==> config.mk <==
export PLATFORM = sky130hd
export DESIGN_NAME = clkloss_capture
export DESIGN_NICKNAME = d
export VERILOG_FILES = /design/src/rtl/cap_pkg.sv /design/src/rtl/clk_edge_mon.sv /design/src/rtl/trace_buf.sv /design/src/rtl/capture_fsm.sv /design/src/rtl/clkloss_capture.sv
export SDC_FILE = /design/constraint.sdc
export NUM_CORES = 1
export LEC_CHECK = 0
export ABC_AREA = 1
export BUFFER_PORTS_ARGS = -buffer_cell sky130_fd_sc_hd__buf_2
export CELL_PAD_IN_SITES_DETAIL_PLACEMENT = 1
export CELL_PAD_IN_SITES_GLOBAL_PLACEMENT = 2
export CORE_ASPECT_RATIO = 0.5
export CORE_MARGIN = 2
export CORE_UTILIZATION = 30
export CTS_CLUSTER_DIAMETER = 80
export DETAILED_ROUTE_END_ITERATION = 10
export GPL_ROUTABILITY_DRIVEN = 0
export GPL_TIMING_DRIVEN = 0
export PLACE_DENSITY = 0.66
export SYNTH_ARGS = -nofsm -noshare
export SYNTH_HDL_FRONTEND = slang
export SYNTH_SLANG_ARGS = --single-unit
export TNS_END_PERCENT = 20
==> constraint.sdc <==
create_clock -name clk_i -period 4.3 [get_ports clk_i]
set_clock_uncertainty 0.1 [all_clocks]
set_input_delay 0.86 -clock clk_i [delete_from_list [all_inputs] [get_ports clk_i]]
set_output_delay 0.86 -clock clk_i [all_outputs]
set_load 0.02 [all_outputs]
==> src/rtl/cap_pkg.sv <==
package cap_pkg;
  typedef enum logic [1:0] {
    ST_IDLE = 2'd0,
    ST_RUN  = 2'd1,
    ST_TRIG = 2'd2,
    ST_STOP = 2'd3
  } cap_state_e;
endpackage

==> src/rtl/clk_edge_mon.sv <==
module clk_edge_mon #(
  parameter int GAP_W   = 16,
  parameter int MIN_SEP = 4
) (
  input  logic             clk_i,
  input  logic             rst_ni,
  input  logic             tgt_clk_i,
  input  logic             clr_i,
  input  logic             run_i,
  input  logic [GAP_W-1:0] gap_lim_i,
  output logic             fire_o,
  output logic             edge_err_o
);
  localparam logic [GAP_W-1:0] SEP_M1  = GAP_W'(MIN_SEP - 1);
  localparam logic [GAP_W-1:0] CNT_MAX = {GAP_W{1'b1}};

  logic [2:0]       sync_q;
  logic             rise;
  logic [GAP_W-1:0] cnt_q, cnt_d;
  logic             seen_q, seen_d;
  logic             err_q, err_d;

  // two synchronizer stages, third stage holds the previous sample
  always_ff @(posedge clk_i or negedge rst_ni) begin
    if (!rst_ni) sync_q <= 3'b000;
    else         sync_q <= {sync_q[1:0], tgt_clk_i};
  end

  assign rise = sync_q[1] & ~sync_q[2];

  always_comb begin
    cnt_d  = cnt_q;
    seen_d = seen_q;
    err_d  = err_q;
    if (clr_i) begin
      cnt_d  = '0;
      seen_d = 1'b0;
      err_d  = 1'b0;
    end else if (run_i) begin
      if (rise) begin
        cnt_d  = '0;
        seen_d = 1'b1;
        if (seen_q && (cnt_q < SEP_M1)) err_d = 1'b1;
      end else if (cnt_q != CNT_MAX) begin
        cnt_d = cnt_q + 1'b1;
      end
    end
  end

  always_ff @(posedge clk_i or negedge rst_ni) begin
    if (!rst_ni) begin
      cnt_q  <= '0;
      seen_q <= 1'b0;
      err_q  <= 1'b0;
    end else begin
      cnt_q  <= cnt_d;
      seen_q <= seen_d;
      err_q  <= err_d;
    end
  end

  assign fire_o     = run_i & ~clr_i & seen_q & (cnt_q >= gap_lim_i);
  assign edge_err_o = err_q;

  AST_ERR_STICKY: assert property (@(posedge clk_i) disable iff (!rst_ni)
    (err_q && !clr_i) |=> err_q);
  AST_NO_FIRE_UNSEEN: assert property (@(posedge clk_i) disable iff (!rst_ni)
    $past(clr_i) |-> !fire_o);
endmodule

==> src/rtl/trace_buf.sv <==
module trace_buf #(
  parameter int CH_W  = 8,
  parameter int DEPTH = 16,
  parameter int TS_W  = 50,
  localparam int AW   = $clog2(DEPTH),
  localparam int EW   = CH_W + TS_W
) (
  input  logic            clk_i,
  input  logic            rst_ni,
  input  logic            clr_i,
  input  logic            run_i,
  input  logic [CH_W-1:0] chan_i,
  input  logic [AW-1:0]   rd_idx_i,
  output logic [CH_W-1:0] rd_chan_o,
  output logic [TS_W-1:0] rd_ts_o,
  output logic [AW-1:0]   wptr_o
);
  localparam logic [AW-1:0] LAST = AW'(DEPTH - 1);

  logic [CH_W-1:0] smp_q, prev_q;
  logic [TS_W-1:0] ts_q, ts_d;
  logic [AW-1:0]   wptr_q, wptr_d;
  logic            chg, wr_en;
  logic [EW-1:0]   mem [DEPTH];
  logic [EW-1:0]   rd_q;

  always_ff @(posedge clk_i or negedge rst_ni) begin
    if (!rst_ni) begin
      smp_q  <= '0;
      prev_q <= '0;
    end else begin
      smp_q  <= chan_i;
      prev_q <= smp_q;
    end
  end

  assign chg   = smp_q != prev_q;
  assign wr_en = run_i & ~clr_i & chg;

  always_comb begin
    ts_d   = ts_q;
    wptr_d = wptr_q;
    if (clr_i) begin
      ts_d   = '0;
      wptr_d = '0;
    end else if (run_i) begin
      ts_d = ts_q + 1'b1;
      if (wr_en) wptr_d = (wptr_q == LAST) ? '0 : wptr_q + 1'b1;
    end
  end

  always_ff @(posedge clk_i or negedge rst_ni) begin
    if (!rst_ni) begin
      ts_q   <= '0;
      wptr_q <= '0;
    end else begin
      ts_q   <= ts_d;
      wptr_q <= wptr_d;
    end
  end

  // storage array carries no reset
  always_ff @(posedge clk_i) begin
    if (wr_en) mem[wptr_q] <= {smp_q, ts_q};
  end

  always_ff @(posedge clk_i or negedge rst_ni) begin
    if (!rst_ni) rd_q <= '0;
    else         rd_q <= mem[rd_idx_i];
  end

  assign rd_chan_o = rd_q[EW-1:TS_W];
  assign rd_ts_o   = rd_q[TS_W-1:0];
  assign wptr_o    = wptr_q;

  AST_WPTR_FROZEN: assert property (@(posedge clk_i) disable iff (!rst_ni)
    (!run_i && !clr_i) |=> $stable(wptr_q));
  AST_TS_FROZEN: assert property (@(posedge clk_i) disable iff (!rst_ni)
    (!run_i && !clr_i) |=> $stable(ts_q));
  AST_WPTR_STEP: assert property (@(posedge clk_i) disable iff (!rst_ni)
    (run_i && !clr_i && wptr_q != LAST) |=>
      (wptr_q == $past(wptr_q)) || (wptr_q == $past(wptr_q) + 1'b1));
  AST_IDLE_NO_WRITE: assert property (@(posedge clk_i) disable iff (!rst_ni)
    (smp_q == prev_q) |=> $stable(wptr_q) || $past(clr_i));
endmodule

==> src/rtl/capture_fsm.sv <==
module capture_fsm
  import cap_pkg::*;
(
  input  logic clk_i,
  input  logic rst_ni,
  input  logic arm_i,
  input  logic free_run_i,
  input  logic stop_i,
  input  logic fire_i,
  output logic run_o,
  output logic trig_o,
  output logic stopped_o
);
  cap_state_e state_q, state_d;

  always_comb begin
    state_d = state_q;
    unique case (state_q)
      ST_RUN: begin
        if (arm_i)                        state_d = ST_RUN;
        else if (fire_i && !free_run_i)   state_d = ST_TRIG;
        else if (stop_i)                  state_d = ST_STOP;
      end
      ST_IDLE, ST_TRIG, ST_STOP: begin
        if (arm_i) state_d = ST_RUN;
      end
      default: state_d = ST_IDLE;
    endcase
  end

  always_ff @(posedge clk_i or negedge rst_ni) begin
    if (!rst_ni) state_q <= ST_IDLE;
    else         state_q <= state_d;
  end

  assign run_o     = state_q == ST_RUN;
  assign trig_o    = state_q == ST_TRIG;
  assign stopped_o = state_q == ST_STOP;

  AST_TRIG_ONLY_FROM_RUN: assert property (@(posedge clk_i) disable iff (!rst_ni)
    $rose(trig_o) |-> $past(run_o));
  AST_STOP_ENDS_RUN: assert property (@(posedge clk_i) disable iff (!rst_ni)
    (run_o && stop_i && !arm_i) |=> !run_o);
endmodule

==> src/rtl/clkloss_capture.sv <==
module clkloss_capture #(
  parameter int CH_W    = 8,
  parameter int DEPTH   = 16,
  parameter int TS_W    = 50,
  parameter int GAP_W   = 16,
  parameter int MIN_SEP = 4,
  localparam int AW     = $clog2(DEPTH)
) (
  input  logic             clk_i,
  input  logic             rst_ni,
  input  logic             tgt_clk_i,
  input  logic [CH_W-1:0]  chan_i,
  input  logic             arm_i,
  input  logic             free_run_i,
  input  logic             stop_i,
  input  logic [GAP_W-1:0] gap_lim_i,
  input  logic [AW-1:0]    rd_idx_i,
  output logic [CH_W-1:0]  rd_chan_o,
  output logic [TS_W-1:0]  rd_ts_o,
  output logic             armed_o,
  output logic             trig_o,
  output logic             stopped_o,
  output logic             edge_err_o,
  output logic [AW-1:0]    wptr_o
);
  logic [1:0] rst_pipe_q;
  logic       rst_n;
  logic       run, fire;

  // asynchronous assertion, synchronous release
  always_ff @(posedge clk_i or negedge rst_ni) begin
    if (!rst_ni) rst_pipe_q <= 2'b00;
    else         rst_pipe_q <= {rst_pipe_q[0], 1'b1};
  end
  assign rst_n = rst_pipe_q[1];

  clk_edge_mon #(.GAP_W(GAP_W), .MIN_SEP(MIN_SEP)) mon_i (
    .clk_i      (clk_i),
    .rst_ni     (rst_n),
    .tgt_clk_i  (tgt_clk_i),
    .clr_i      (arm_i),
    .run_i      (run),
    .gap_lim_i  (gap_lim_i),
    .fire_o     (fire),
    .edge_err_o (edge_err_o)
  );

  trace_buf #(.CH_W(CH_W), .DEPTH(DEPTH), .TS_W(TS_W)) buf_i (
    .clk_i     (clk_i),
    .rst_ni    (rst_n),
    .clr_i     (arm_i),
    .run_i     (run),
    .chan_i    (chan_i),
    .rd_idx_i  (rd_idx_i),
    .rd_chan_o (rd_chan_o),
    .rd_ts_o   (rd_ts_o),
    .wptr_o    (wptr_o)
  );

  capture_fsm fsm_i (
    .clk_i      (clk_i),
    .rst_ni     (rst_n),
    .arm_i      (arm_i),
    .free_run_i (free_run_i),
    .stop_i     (stop_i),
    .fire_i     (fire),
    .run_o      (run),
    .trig_o     (trig_o),
    .stopped_o  (stopped_o)
  );

  assign armed_o = run;

  AST_ONE_STATE: assert property (@(posedge clk_i) disable iff (!rst_n)
    $onehot0({armed_o, trig_o, stopped_o}));
  AST_NO_TRIG_FREE_RUN: assert property (@(posedge clk_i) disable iff (!rst_n)
    $rose(trig_o) |-> !$past(free_run_i));
  AST_ARM_CLEARS: assert property (@(posedge clk_i) disable iff (!rst_n)
    arm_i |=> (armed_o && wptr_o == '0 && !edge_err_o));
endmodule

# Word level (Yosys, flattened, before mapping)
# Memories as Yosys holds them, arrays and structs flattened. A register that Yosys moved wholly into a read port is not among the register bits.
# Index checks and enable logic that the tools add are counted.
# W data, S select, Z words.
[word_totals] register_bits=95 ramBits=928 wordCells=71 mem_count=1
[classes] add_sub_neg=3 order_cmp=2 n_eq_ne=8 mux=24 bitwise=7 reduce_logical=16
[memory_table] memory="buf_i.mem" depth=16 word_bits=58 read_ports=1 rd_clocked_by_memory_dff=1 wr=1 line_no="trace_buf.sv:24" source="logic [EW-1:0] mem [DEPTH];"
[ops] op="$mux W50" n=2
[ops] op="$mux W16" n=4
[ops] op="$add A50 B1 Y50 const B" n=1
[ops] op="$add A16 B1 Y16 const B" n=1
[ops] op="$ge A16 B16 Y1" n=1
[ops] op="$lt A16 B2 Y1 const B" n=1
[ops] op="$mux W4" n=4
[ops] op="$ne A16 B16 Y1 const B" n=1
[ops] op="$mux W1" n=9
[ops] op="$mux W2" n=4
[ops] op="$ne A8 B8 Y1" n=1
[ops] op="$reduce_and A2 Y1" n=4
[ops] op="$reduce_bool A2 Y1" n=4
[ops] op="$and A1 B1 Y1" n=5
[ops] op="$add A4 B1 Y4 const B" n=1
[ops] op="$eq A2 B2 Y1 const B" n=2
[ops] op="$eq A4 B4 Y1 const B" n=1
[ops] op="$ne A4 B4 Y1 const B" n=1
[ops] op="$pmux W2 S2" n=1
[ops] op="$reduce_and A3 Y1" n=1
[ops] op="$reduce_bool A3 Y1" n=1
[ops] op="$reduce_or A3 Y1" n=1
[ops] op="$eq A2 B1 Y1 const B" n=1
[ops] op="$logic_and A1 B1 Y1" n=2
[ops] op="other kinds (4)" n=6

# Logic depth before layout (Yosys ltp)
[depth] ltp_word=8 ltp_mapped=16 mapped_depth_nobuf=16

# Modules after synthesis
# From an unflattened synthesis, not the netlist that was laid out.
[unflattened] cells_unflattened=3405 hier_area_um2=43162.6
[by_module_without_submodules] mod="trace_buf" instances=1 cells_per_inst=3125 area_per_inst_um2=41209.5
[by_module_without_submodules] mod="clk_edge_mon" instances=1 cells_per_inst=260 area_per_inst_um2=1791.7
[by_module_without_submodules] mod="capture_fsm" instances=1 cells_per_inst=17 area_per_inst_um2=107.6
[by_module_without_submodules] mod="clkloss_capture" instances=1 cells_per_inst=3 area_per_inst_um2=53.8

# Least setup slack after synthesis
# No wires, ideal clock.
[synth_timing] kind="input -> register" startpoint="input arm_i" endpoint="memory buf_i.mem[0][0] (netlist name), enable pin" t_arrival_ns=4.033 required_ns=3.726 setup_slack_ns=-0.307 cell_stages=6 path_buffers=1 path_cell_list="clkbuf_1 -> nor2_1 -> nand2_1 -> inv_1 -> nand2_1 -> nor2_1"
[synth_via] elab_chain_len=5
[synth_lines] item="from (decl)" line_no="clkloss_capture.sv:13" source="input logic arm_i,"
[synth_lines] item="$not A1 Y1" line_no="trace_buf.sv:38" source="assign wr_en = run_i & ~clr_i & chg;"
[synth_lines] item="$and A1 B1 Y1 (2 in series)" line_no="trace_buf.sv:38"
[synth_lines] item="$mux W1" line_no="trace_buf.sv:64" source="if (wr_en) mem[wptr_q] <= {smp_q, ts_q};"
[synth_lines] item="$mux W1 (not written as such)" line_no="trace_buf.sv:64"
[synth_lines] item="to (decl)" line_no="trace_buf.sv:24"
# No other way between the ends.

# Final worst setup path
[layout_timing] startpoint="register buf_i.smp_q[6]" endpoint="memory buf_i.mem[3][53] (netlist name), enable pin"
[layout_via] elab_chain_len=4
[layout_lines] item="from (decl)" line_no="trace_buf.sv:20" source="logic [CH_W-1:0] smp_q, prev_q;"
[layout_lines] item="from (signal assigned)" line_no="trace_buf.sv:32" source="smp_q <= chan_i;"
[layout_lines] item="$ne A8 B8 Y1" line_no="trace_buf.sv:37" source="assign chg = smp_q != prev_q;"
[layout_lines] item="$and A1 B1 Y1" line_no="trace_buf.sv:38"
[layout_lines] item="$mux W1" line_no="trace_buf.sv:64"
[layout_lines] item="$mux W1 (not written as such)" line_no="trace_buf.sv:64"
# No other way between the ends.

==> results.md <==
- The origin of the critical flop-to-flop path is buf_i.smp_q[6].
- At the end of the flow, the number of nets in the layout was 3590.
- The footprint of the multi-input gates is 10200 um^2.
- STA classifies the critical path startpoint as a flop.
- In this run, the clock network consumes 40.9% of the power.
- The fraction of layout instances using a drive strength above 1 is 11.1%.
- The floorplan step defined a core boundary enclosing 145000 um^2.
- The sequential cells in the finished layout cover a total of 31700 um^2.
- In this run the number of H-tree levels came out at 3.
- The post-synthesis sequential element count is 1081.
- Of the total power, registers draw 52.0%.
- The capture endpoint of the worst hold path is buf_i.smp_q[4].
- The total clock buffers created by CTS is 105.
- After global routing the overflow that remains totals 0.
- Yosys mapped the design onto 43 distinct sky130hd cell types.
- The run finished, with violations left.
- Pin placement for this block handled 100 I/O pins.
- Relative to the synthesized area, the layout overhead comes to 17.2%.
- Counting flops with an async set or reset pin after synthesis yields a share of 14.2%.
- The number of buffers added on ports is 95.
- Once detail routing completed, the nets flagged for antenna violations numbered 0.
- The half-perimeter wire length after placement is 100 mm.
- For this run, the share of the core covered by cells in the final layout is 35.3%.
- The met3 track demand over resource in global routing is 4.12%.
- The switching power is 0.00558 W.
- The initial antenna violation count is 12.
- The placed instance area is 47900 um^2.
- Across the run, the number of max-cap violations was 1.
- The die covers 149000 um^2.
- The final-report setup violation count is 0.
- Measured against its own limit, the worst slew margin works out to -1.48%.
- The clock tree from TritonCTS is done.
- In the layout the commonest cells are sky130_fd_sc_hd__edfxtp_1 (928), sky130_fd_sc_hd__inv_1 (344), sky130_fd_sc_hd__o21ai_0 (304).
- The first detailed-routing pass ran for 5 iterations.
- The final design area excluding fillers is 51400 um^2.
- Subtracting the final worst setup slack from the clock period gives 3.99 ns.
- The maximum cell stage delay along the critical path is 0.63 ns.
- After detailed routing, the number of remaining DRC violations is 0.
- The number of global-route vias before repair is 29520.
- The largest individual stage delay along the critical path comes from the cell sky130_fd_sc_hd__nor2_4.
- The most heavily used metal layer in global routing is met2.
- The final-report hold violation count came to 0.
- The clock network latency to the later pin of the worst-skew pair is 0.72 ns.
- The worst hold path class is in -> reg.
- The cell area that synthesis handed to floorplanning was 43800 um^2.
- The width of the chip is 544 um.
- The portion of total power attributed to combinational logic is 7.1%.
- For met1 alone, demand over resource in global routing was 27.3%.
- The share of total power consumed by net switching is 24.6%.
- The effective utilization at floorplan is 30.1%.
- The internal cell power is 0.0171 W.
- The die outline height is 274 um.
- STA classifies the critical path endpoint as a flop.
- The clock root buffer is sky130_fd_sc_hd__clkbuf_16.
- Dividing the synthesized area by the synthesized cell count gives 13.3 um^2.
- Data on the critical path arrives at its endpoint at 4.30 ns.
- The slew of the pin with the lowest slew margin is 1.52 ns.
- Setup repair after global routing left no endpoint under its margin.
- Entering global routing, the biggest net connects 58 pins.
- The depth of the most critical reg-to-reg path is 12.
- The total power consumption of the routed design is 0.0227 W.
- The worst path uses 92.9% of the clock period.
- The sum of routed wire length over all layers is 148 mm.
- The first-pass GRT wire length is 211 mm.
- After the first detailed-routing iteration, the DRC count stood at 2778.
- For this run, the number of Yosys warnings is 0.
- Traced cell by cell, the critical path runs through inv_1, or2_2, nand3_1, nor2_1, nand2_1, nand2_1, inv_1, nand2_1, nor2_4, buf_12, buf_16, buf_12.
- The worst hold path startpoint is chan_i[4].
- For this run, the total global-route usage over all layers was measured as 19.8%.
- Counting the fill cells in the layout gives 15408.
- The worst-case IR drop observed on VDD is 0.305 mV.
- In this run the critical register-to-register path is captured at buf_i.mem[3][53].
- Among all flip-flop cells after synthesis, the most frequent one is sky130_fd_sc_hd__edfxtp_1.
- At the worst endpoint, the required time is 4.61 ns.
- The number of vias per cell is 5.07.
- The most common cell after layout, fill and taps aside is sky130_fd_sc_hd__edfxtp_1.
- After synthesis, flip-flops and latches occupy 72.3% of the total area.
- The largest fanout of any net on the critical path is 19.
- The number of stages on the worst hold path is 1.
- Counting stages on the worst path, the most repeated cell is sky130_fd_sc_hd__nand2_1.
- For flop-to-flop paths, the worst setup slack is 0.31 ns.
- Dividing the detail-routed wire length by the instance count gives 26.4 um.
- The critical path in this run is classified as reg -> reg.
- Timing would allow up to 250 MHz.
- Power spread over the standard cell area amounts to 441 nW/um^2.
- Synthesis produced 3283 cells.
- The initialized floorplan defines 99 standard-cell rows.
- The number of sinks handled by clock tree synthesis is 1081.
- For this block, the via count after detailed routing is 28413.
- The number of enable flip-flop cells after synthesis is 928.
- The buffer depth of the longest clock path is 3.
- The clock transition at the registers of the reported paths is 0.06 ns.
- The checks that failed: capacitance limit, slew limit.
- The global-route met2 utilization is 31.9%.
- The static power due to leakage is 19.2 nW.
- The count of final max-slew check failures came to 11.
- Counting every net in the synthesized netlist gives 3339.
==> cell type report <==
class                           instances  area share (%)
Antenna cell                            4          0.0195
Buffer                                177            1.46
Clock buffer                          151            5.75
Clock inverter                         49           0.858
Inverter                              351            2.57
Multi-Input combinational cell       1674            19.8
Sequential cell                      1081            61.7
Tap cell                             1969            4.80
Timing Repair Buffer                  144            3.00
==> stage by stage <==
step | setup WS (ns) | cells | hold WS (ns) | TNS [ns]
after floorplan | -0.307 | 3283 | 0.231 | -268.00
after global placement | -4.88 | 5347 | 0.236 | -4035.77
after detailed placement | 0.0159 | 5394 | 0.240 | 0
after CTS | 0.00115 | 5595 | 0.0978 | 0
after global routing | 0.0789 | 5596 | 0.109 | 0
final | 0.306 | 5600 | 0.151 | 0
==> registers in the layout, summed over array words and instances, names as in the netlist <==
name / flops
buf_i.mem: 928
buf_i.prev_q: 8
buf_i.rd_q: 58
buf_i.smp_q: 8
buf_i.ts_q: 50
buf_i.wptr_o: 4
fsm_i.state_q: 2
mon_i.cnt_q: 16
mon_i.edge_err_o: 1
mon_i.seen_q: 1
mon_i.sync_q: 3
rst_pipe_q: 2
==> routing by layer <==
metal / part of all wire (%) / wire length, um
met1: 45 / 66000
met2: 46 / 68300
met3: 6.9 / 10100
met4: 2.2 / 3190
met5: 0 / 0
==> what timing repair did <==
item	CTS	global route
gates resized for setup	0	4
setup buffers	0	1
endpoints found under the hold margin	2	0
hold buffers	1	0
endpoints found under the setup margin	0	48
==> Yosys cell counts (4+ instances only) <==
master | instances | share of area, %
sky130_fd_sc_hd__nor3_1 | 42 | 0.48
sky130_fd_sc_hd__o21ai_0 | 304 | 3.5
sky130_fd_sc_hd__o211ai_1 | 232 | 4.0
sky130_fd_sc_hd__o21ai_1 | 12 | 0.14
sky130_fd_sc_hd__mux2i_1 | 232 | 5.3
sky130_fd_sc_hd__edfxtp_1 | 928 | 64
sky130_fd_sc_hd__o21a_1 | 4 | 0.069
sky130_fd_sc_hd__nand2_1 | 251 | 2.2
sky130_fd_sc_hd__buf_2 | 43 | 0.49
sky130_fd_sc_hd__nand3_1 | 116 | 1.3
sky130_fd_sc_hd__inv_2 | 6 | 0.051
sky130_fd_sc_hd__buf_1 | 17 | 0.15
sky130_fd_sc_hd__ha_1 | 22 | 0.63
sky130_fd_sc_hd__nor2_2 | 4 | 0.057
sky130_fd_sc_hd__a21oi_1 | 269 | 3.1
sky130_fd_sc_hd__nand2_2 | 4 | 0.057
sky130_fd_sc_hd__xor2_1 | 9 | 0.18
sky130_fd_sc_hd__a211oi_1 | 4 | 0.069
sky130_fd_sc_hd__nor2_4 | 4 | 0.10
sky130_fd_sc_hd__nand4_1 | 32 | 0.46
sky130_fd_sc_hd__nor2_1 | 107 | 0.92
sky130_fd_sc_hd__xnor2_1 | 6 | 0.12
sky130_fd_sc_hd__buf_4 | 7 | 0.12
sky130_fd_sc_hd__dfrtp_1 | 153 | 8.7
sky130_fd_sc_hd__inv_1 | 344 | 2.9
sky130_fd_sc_hd__clkbuf_1 | 110 | 0.94
==> power by group through the flow <==
stage	clock network, W	registers [W]	logic, W
after floorplan	0	0.0120	0.000748
after global placement	0	0.0121	0.00149
after detailed placement	0	0.0120	0.00162
after CTS	0.00941	0.0118	0.00163
after global routing	0.00981	0.0118	0.00174
final	0.00927	0.0118	0.00161
==> cells by family (layout without fill, tap and decap cells) <==
| family | count (synthesis) | after routing | synth area share, % |
|---|---|---|---|
| compound gates | 828 | 828 | 10.8 |
| xor+xnor | 15 | 15 | 0.300 |
| fa+ha+maj | 22 | 22 | 0.628 |
| buf+inv | 528 | 872 | 4.71 |
| flops | 1081 | 1081 | 72.3 |
| mux | 232 | 232 | 5.30 |
| other cells | 1 | 5 | 0.00856 |
| simple gates | 576 | 576 | 5.88 |
==> worst max path at each step <==
stage	startpoint	endpoint	cells after the start
floorplan	arm_i	buf_i.mem[0][0]	6
global placement	buf_i.smp_q[6]	buf_i.mem[2][45]	9
detailed placement	buf_i.smp_q[6]	buf_i.mem[2][46]	12
CTS	buf_i.smp_q[6]	buf_i.mem[2][48]	12
global route	buf_i.smp_q[3]	buf_i.mem[3][53]	11
finish	buf_i.smp_q[6]	buf_i.mem[3][53]	12
==> worst max-delay path: cells and delay by family (launching register included) <==
family	cells	cell delay, ns
AND/OR/NAND/NOR	7	1.93
flip-flops	1	0.57
buffers and inverters	5	1.01
(Power assumes the default switching activity.)
